--- src/rtl/tw_pkg.sv ---
package tw_pkg;

   typedef enum logic [2:0] {
      ST_IDLE = 3'd0,
      ST_ADDR = 3'd1,
      ST_CMD  = 3'd2,
      ST_DATA = 3'd3,
      ST_RD   = 3'd4,
      ST_SKIP = 3'd5
   } tw_state_e;

   typedef enum logic [1:0] {
      TAG_NONE = 2'b00,
      TAG_CMD  = 2'b01,
      TAG_DATA = 2'b10
   } tw_tag_e;

   typedef struct packed {
      logic start;
      logic stop;
      logic rise;
      logic fall;
      logic sda;
   } tw_ev_t;

   localparam int LINE_SDA = 0;
   localparam int LINE_SCL = 1;
   localparam int LINES    = 2;

endpackage

--- src/rtl/tw_line_sync.sv ---
module tw_line_sync #(
   parameter int   STAGES  = 2,
   parameter logic RST_VAL = 1'b1
) (
   input  logic clk,
   input  logic rst_n,
   input  logic d_i,
   output logic q_o
);
   logic [STAGES-1:0] chain_q;

   generate
      if (STAGES == 1) begin : g_one
         always_ff @(posedge clk or negedge rst_n) begin
            if (!rst_n) chain_q <= RST_VAL;
            else        chain_q <= d_i;
         end
      end else begin : g_many
         always_ff @(posedge clk or negedge rst_n) begin
            if (!rst_n) chain_q <= {STAGES{RST_VAL}};
            else        chain_q <= {chain_q[STAGES-2:0], d_i};
         end
      end
   endgenerate

   assign q_o = chain_q[STAGES-1];
endmodule

--- src/rtl/tw_bus_events.sv ---
module tw_bus_events
   import tw_pkg::*;
#(
   parameter int STAGES = 2
) (
   input  logic   clk,
   input  logic   rst_n,
   input  logic   scl_i,
   input  logic   sda_i,
   output tw_ev_t ev_o
);
   logic [LINES-1:0] raw;
   logic [LINES-1:0] now_s;
   logic [LINES-1:0] prev_q;

   assign raw[LINE_SCL] = scl_i;
   assign raw[LINE_SDA] = sda_i;

   generate
      for (genvar g = 0; g < LINES; g++) begin : g_line
         tw_line_sync #(.STAGES(STAGES), .RST_VAL(1'b1)) u_sync (
            .clk  (clk),
            .rst_n(rst_n),
            .d_i  (raw[g]),
            .q_o  (now_s[g])
         );
         always_ff @(posedge clk or negedge rst_n) begin
            if (!rst_n) prev_q[g] <= 1'b1;
            else        prev_q[g] <= now_s[g];
         end
      end
   endgenerate

   logic scl_hi_both;
   assign scl_hi_both = now_s[LINE_SCL] & prev_q[LINE_SCL];

   always_comb begin
      ev_o.start = scl_hi_both &  prev_q[LINE_SDA] & ~now_s[LINE_SDA];
      ev_o.stop  = scl_hi_both & ~prev_q[LINE_SDA] &  now_s[LINE_SDA];
      ev_o.rise  =  now_s[LINE_SCL] & ~prev_q[LINE_SCL];
      ev_o.fall  = ~now_s[LINE_SCL] &  prev_q[LINE_SCL];
      ev_o.sda   =  now_s[LINE_SDA];
   end
endmodule

--- src/rtl/tw_bit_engine.sv ---
module tw_bit_engine #(
   parameter int BYTE_W = 8,
   parameter int CNT_W  = $clog2(BYTE_W + 2)
) (
   input  logic              clk,
   input  logic              rst_n,
   input  logic              restart_i,
   input  logic              rise_i,
   input  logic              fall_i,
   input  logic              sda_i,
   output logic              byte_done_o,
   output logic [BYTE_W-1:0] byte_val_o,
   output logic              ack_start_o,
   output logic              ack_end_o,
   output logic              bit_fall_o
);
   localparam logic [CNT_W-1:0] LAST_BIT = CNT_W'(BYTE_W - 1);
   localparam logic [CNT_W-1:0] ACK_SLOT = CNT_W'(BYTE_W);
   localparam logic [CNT_W-1:0] ACK_DONE = CNT_W'(BYTE_W + 1);

   logic [CNT_W-1:0]  cnt_q;
   logic [BYTE_W-1:0] sh_q;
   logic              in_bits;

   assign in_bits     = (cnt_q < ACK_SLOT);
   assign byte_val_o  = {sh_q[BYTE_W-2:0], sda_i};
   assign byte_done_o = rise_i & (cnt_q == LAST_BIT);
   assign ack_start_o = fall_i & (cnt_q == ACK_SLOT);
   assign ack_end_o   = fall_i & (cnt_q == ACK_DONE);
   assign bit_fall_o  = fall_i & in_bits;

   always_ff @(posedge clk or negedge rst_n) begin
      if (!rst_n) begin
         cnt_q <= '0;
         sh_q  <= '0;
      end else if (restart_i) begin
         cnt_q <= '0;
         sh_q  <= '0;
      end else if (rise_i && in_bits) begin
         cnt_q <= cnt_q + CNT_W'(1);
         sh_q  <= byte_val_o;
      end else if (ack_start_o) begin
         cnt_q <= ACK_DONE;
      end else if (ack_end_o) begin
         cnt_q <= '0;
      end
   end
endmodule

--- src/rtl/tw_rx_hold.sv ---
module tw_rx_hold
   import tw_pkg::*;
#(
   parameter int BYTE_W = 8
) (
   input  logic              clk,
   input  logic              rst_n,
   input  logic              push_i,
   input  logic [BYTE_W-1:0] push_data_i,
   input  tw_tag_e           push_tag_i,
   output logic              room_o,
   input  logic              ready_i,
   output logic              valid_o,
   output logic [BYTE_W-1:0] data_o,
   output tw_tag_e           tag_o
);
   assign room_o = ~valid_o | ready_i;

   always_ff @(posedge clk or negedge rst_n) begin
      if (!rst_n) begin
         valid_o <= 1'b0;
         data_o  <= '0;
         tag_o   <= TAG_NONE;
      end else if (push_i && room_o) begin
         valid_o <= 1'b1;
         data_o  <= push_data_i;
         tag_o   <= push_tag_i;
      end else if (valid_o && ready_i) begin
         valid_o <= 1'b0;
      end
   end
endmodule

--- src/rtl/tw_slave_fe.sv ---
module tw_slave_fe
   import tw_pkg::*;
#(
   parameter int                        BYTE_W      = 8,
   parameter int                        ADDR_W      = 4,
   parameter int                        SYNC_STAGES = 2,
   parameter logic [BYTE_W-ADDR_W-1:0]  TYPE_CODE   = 'b0101
) (
   input  logic              clk,
   input  logic              rst_n,
   input  logic              scl_i,
   input  logic              sda_i,
   output logic              sda_oe_o,
   input  logic [ADDR_W-1:0] dev_addr_i,
   input  logic              busy_i,
   output logic              rx_valid_o,
   output logic [BYTE_W-1:0] rx_data_o,
   output logic [1:0]        rx_tag_o,
   input  logic              rx_ready_i,
   input  logic              rd_en_i,
   input  logic [BYTE_W-1:0] tx_data_i,
   output logic              txn_end_o
);
   localparam int TYPE_W = BYTE_W - ADDR_W;

   generate
      if (SYNC_STAGES < 2) begin : g_bad_sync
         $error("tw_slave_fe: SYNC_STAGES must be at least 2");
      end
      if (ADDR_W < 1 || TYPE_W < 1) begin : g_bad_split
         $error("tw_slave_fe: address and type fields must both be non-empty");
      end
   endgenerate

   tw_ev_t            bus_ev;
   logic              scl_fall;
   logic              byte_done, ack_start, ack_end, bit_fall;
   logic [BYTE_W-1:0] byte_val;
   tw_state_e         state_q;
   logic              ack_pend_q;
   logic              matched_q;
   logic [BYTE_W-1:0] tx_q;
   logic              room;
   logic              push;
   logic              addr_hit;
   logic              active;
   tw_tag_e           push_tag;
   tw_tag_e           hold_tag;

   tw_bus_events #(.STAGES(SYNC_STAGES)) u_ev (
      .clk  (clk),
      .rst_n(rst_n),
      .scl_i(scl_i),
      .sda_i(sda_i),
      .ev_o (bus_ev)
   );

   assign scl_fall = bus_ev.fall;

   tw_bit_engine #(.BYTE_W(BYTE_W)) u_bits (
      .clk        (clk),
      .rst_n      (rst_n),
      .restart_i  (bus_ev.start),
      .rise_i     (bus_ev.rise),
      .fall_i     (scl_fall),
      .sda_i      (bus_ev.sda),
      .byte_done_o(byte_done),
      .byte_val_o (byte_val),
      .ack_start_o(ack_start),
      .ack_end_o  (ack_end),
      .bit_fall_o (bit_fall)
   );

   assign addr_hit = (byte_val[BYTE_W-1 -: TYPE_W] == TYPE_CODE) &&
                     (byte_val[ADDR_W-1:0] == dev_addr_i) && !busy_i;
   assign active   = (state_q == ST_ADDR) || (state_q == ST_CMD) ||
                     (state_q == ST_DATA) || (state_q == ST_RD);
   assign push     = byte_done && ((state_q == ST_CMD) || (state_q == ST_DATA));
   assign push_tag = (state_q == ST_CMD) ? TAG_CMD : TAG_DATA;

   tw_rx_hold #(.BYTE_W(BYTE_W)) u_hold (
      .clk        (clk),
      .rst_n      (rst_n),
      .push_i     (push),
      .push_data_i(byte_val),
      .push_tag_i (push_tag),
      .room_o     (room),
      .ready_i    (rx_ready_i),
      .valid_o    (rx_valid_o),
      .data_o     (rx_data_o),
      .tag_o      (hold_tag)
   );

   assign rx_tag_o = hold_tag;

   always_ff @(posedge clk or negedge rst_n) begin
      if (!rst_n) begin
         state_q    <= ST_IDLE;
         sda_oe_o   <= 1'b0;
         ack_pend_q <= 1'b0;
         matched_q  <= 1'b0;
         tx_q       <= '0;
         txn_end_o  <= 1'b0;
      end else begin
         txn_end_o <= 1'b0;
         if (bus_ev.start) begin
            state_q   <= ST_ADDR;
            sda_oe_o  <= 1'b0;
            matched_q <= 1'b0;
         end else if (bus_ev.stop) begin
            txn_end_o <= matched_q;
            state_q   <= ST_IDLE;
            sda_oe_o  <= 1'b0;
            matched_q <= 1'b0;
         end else if (active) begin
            if (byte_done) begin
               case (state_q)
                  ST_ADDR:         ack_pend_q <= addr_hit;
                  ST_CMD, ST_DATA: ack_pend_q <= room;
                  default:         ack_pend_q <= ack_pend_q;
               endcase
            end
            if (ack_start) begin
               sda_oe_o <= (state_q != ST_RD) && ack_pend_q;
            end
            if (bit_fall && (state_q == ST_RD)) begin
               sda_oe_o <= ~tx_q[BYTE_W-1];
               tx_q     <= {tx_q[BYTE_W-2:0], 1'b0};
            end
            if (ack_end) begin
               sda_oe_o <= 1'b0;
               case (state_q)
                  ST_ADDR: begin
                     state_q   <= ack_pend_q ? ST_CMD : ST_SKIP;
                     matched_q <= ack_pend_q;
                  end
                  ST_CMD: begin
                     if (!ack_pend_q) begin
                        state_q <= ST_SKIP;
                     end else if (rd_en_i) begin
                        state_q  <= ST_RD;
                        sda_oe_o <= ~tx_data_i[BYTE_W-1];
                        tx_q     <= {tx_data_i[BYTE_W-2:0], 1'b0};
                     end else begin
                        state_q <= ST_DATA;
                     end
                  end
                  default: state_q <= ST_SKIP;
               endcase
            end
         end
      end
   end
endmodule

--- config.mk ---
export PLATFORM = sky130hd
export DESIGN_NAME = tw_slave_fe
export DESIGN_NICKNAME = d
export VERILOG_FILES = /design/src/rtl/tw_pkg.sv /design/src/rtl/tw_line_sync.sv /design/src/rtl/tw_bus_events.sv /design/src/rtl/tw_bit_engine.sv /design/src/rtl/tw_rx_hold.sv /design/src/rtl/tw_slave_fe.sv
export SDC_FILE = /design/constraint.sdc
export NUM_CORES = 1
export LEC_CHECK = 0
export ABC_AREA = 0
export BUFFER_PORTS_ARGS = -buffer_cell sky130_fd_sc_hd__buf_2
export CAP_MARGIN = 20
export CORE_MARGIN = 2
export CORE_UTILIZATION = 43
export CTS_CLUSTER_SIZE = 30
export DETAILED_ROUTE_END_ITERATION = 7
export GPL_TIMING_DRIVEN = 0
export PLACE_DENSITY_LB_ADDON = 0.05
export REMOVE_ABC_BUFFERS = 1
export SLEW_MARGIN = 15
export SYNTH_ARGS = -nofsm -noshare
export SYNTH_HDL_FRONTEND = slang
export SYNTH_SLANG_ARGS = --single-unit
export TNS_END_PERCENT = 30
--- constraint.sdc ---
create_clock -name clk -period 1.73 [get_ports clk]
set_input_delay 0.346 -clock clk [delete_from_list [all_inputs] [get_ports clk]]
set_output_delay 0.346 -clock clk [all_outputs]
set_load 0.02 [all_outputs]
==> results.tsv <==
metric	value	unit
timing.slew.headroom	39.4	%
core_area	4410	um2
yosysWarnings	0	
dr.pass1.iters	4	
timing.final.ws_setup	-0.0738	ns
crit_fanout	6	
min_path_type	in -> reg	
synth_top_area_share	46.5	%
ys_types	41	
die_y	72.0	um
rr_endpoint	sda_oe_o	
synth_area	1990	um2
syn2layout_area_growth	25.9	%
die_w	72.0	um
vias_per_cell	5.46	
hold_depth	1	
rsz0062_at_grt	yes	
portBuffers	31	
antenna_found_initial	0	
power.density	994	nW/um2
violations	setup timing	
wl_per_cell	15.2	um
drc_errors	0	
synth_flop_cell	dfrtp_1	
drive_gt1_share	41.8	%
synth_area_per_cell	11.6	um2
dieArea	5190	um2
cap_violations	0	
track_usage	17.0	%
antenna_cells	0	
grt_pass1_vias	1476	
max_clock_freq	554	MHz
fillCellCount	392	
start_util	45.1	%
period_share	104	%
synth_seq_cells	43	
path_clk_slew	0.08	ns
tritoncts	built	
hold_end	u_ev.g_line[1].u_sync.chain_q[0]	
gr-total-overflow	0	
crit_start	state_q[0]	
mostFrequentLayoutCells	33 x dfrtp_1, 32 x buf_2, 12 x buf_4, 11 x nor2_1	
tightestPinTransition	0.909	ns
grt_max_degree	44	
ir_drop	0.591	mV
ant_nets	0	
r2r_setup_slack	-0.07	ns
cp-end-kind	flop	
clockRootBuffer	clkbuf_8	
rr_worst_depth	4	
vias	1485	
numClockSinks	43	
place.gp.congestion	0.777	
status	complete, but fails checks	
hold_viol	0	
wl	4140	um
crit_required	1.90	ns
synth_area_leaders	dfrtp_1 47%, dfstp_2 7.9%, mux2_2 5.7%	
finalCriticalPeriod	1.80	ns
final_common_cell	dfrtp_1	
nets	241	
criticalPathCategory	reg -> reg	
cts_buffer_depth	2	
synth-edff-count	0	
yosysTopAreaCell	dfrtp_1	
hold_path.startpoint	scl_i	
p_total	0.00249	W
rows	24	
drv_slew	0	
dp_hpwl	2640	um
setup_viol	5	
dp_slack	-0.901	ns
skew	0.00711	ns
clock_latency	0.29	ns
first_iter_violations	84	
synth_async_sr_flop_share	100	%
postSynthCellCount	171	
cts_buffers	5	
start_kind	flop	
cp.arrival	1.98	ns
ys_seq_area_share	54.5	%
power_leakage	1.24	nW
r2r_start	state_q[0]	
htree_levels	2	
grt_pass1_wl	6870	um
io_pins	32	
-- worst max path at each step --
stage                     slack [ns]  cells after the start       end
after floorplan                -0.70                      3   tx_q[0]
after global placement         -1.35                      3   tx_q[0]
after detailed placement       -0.90                      3   tx_q[0]
after CTS                      -0.10                      4  sda_oe_o
after global routing           -0.12                      4   tx_q[6]
final                          -0.07                      4  sda_oe_o
-- through the flow --
stage / hold WS [ns] / utilization, % / TNS [ns] / cell area [um2] / std cells
3_3_place_gp: 0.346 / 49.0 / -20.99 / 2160 / 247
6_report: 0.146 / 56.7 / -0.267 / 2500 / 272
4_1_cts: 0.138 / 53.5 / -0.101 / 2360 / 259
3_5_place_dp: 0.347 / 49.2 / -15.21 / 2170 / 247
5_1_grt: 0.133 / 56.7 / -1.02 / 2500 / 272
2_1_floorplan: 0.0504 / - / -8.65 / 1940 / 164
-- cells by family (layout without fill, tap and decap cells) --
group	after synthesis	count (layout)	share of synthesized area (%)
xor+xnor	6	6	2.64
flops	43	43	54.5
simple gates	55	56	16.1
buf+inv	10	58	2.83
fa+ha+maj	3	3	1.89
compound gates	35	35	11.9
mux	19	19	10.2
-- flip-flops by register name, indices dropped and copies added, names as in the netlist --
register and cells:
tx_q 8, u_hold.data_o 8, u_bits.sh_q 7, u_bits.cnt_q 4, u_ev.g_line.u_sync.chain_q 4, state_q 3, u_ev.prev_q 2, u_hold.tag_o 2
ack_pend_q 1, matched_q 1, sda_oe_o 1, txn_end_o 1, u_hold.valid_o 1
-- cell usage after synthesis (4+ instances only) --
cell / instances
dfstp_2: 6
and3_1: 5
a22o_1: 10
a21oi_1: 10
o21ai_0: 6
mux2_2: 10
clkbuf_1: 4
mux2i_1: 9
dfrtp_1: 37
xor2_1: 5
nor2_1: 13
nand2_1: 10
-- worst max-delay path, cell delays in order (launching register included) --
cell     delay [ns]
dfrtp_2        0.45
or3b_4         0.44
or3_4          0.44
a22o_1         0.25
mux2i_1        0.12
-- what timing repair did --
action / CTS / global route
buffers inserted: 4 / 11
cloned: 0 / 2
setup endpoints to repair: 34 / 19
gates resized for setup: 6 / 14
hold buffers: 0 / 0
pin swaps: 3 / 8
hold endpoints to repair: 0 / 0
-- area by class of cell --
type	count	area [um2]	area share (%)
Sequential cell	43	1090	43.5
Clock buffer	6	72.6	2.90
Tap cell	52	65.1	2.60
Clock inverter	2	60.1	2.40
Multi-Input combinational cell	119	923	36.9
Timing Repair Buffer	47	284	11.3
Inverter	3	11.3	0.450
-- metal layers --
metal | vias up | wire [um] | global-route usage [%]
met5 | - | 0 | 0
met4 | 0 | 53 | 5.66
met3 | 7 | 127 | 4.72
met2 | 26 | 1960 | 26.7
met1 | 736 | 1990 | 22.7
li1 | 716 | - | -
-- power by group --
group | switching (W) | internal, W | leakage [nW]
clock | 0.000332 | 0.000577 | 0.0654
sequential | 0.000110 | 0.00110 | 0.527
combinational | 0.000183 | 0.000191 | 0.648
total | 0.000626 | 0.00186 | 1.24
Note: power is estimated with default switching activity, not from simulation.
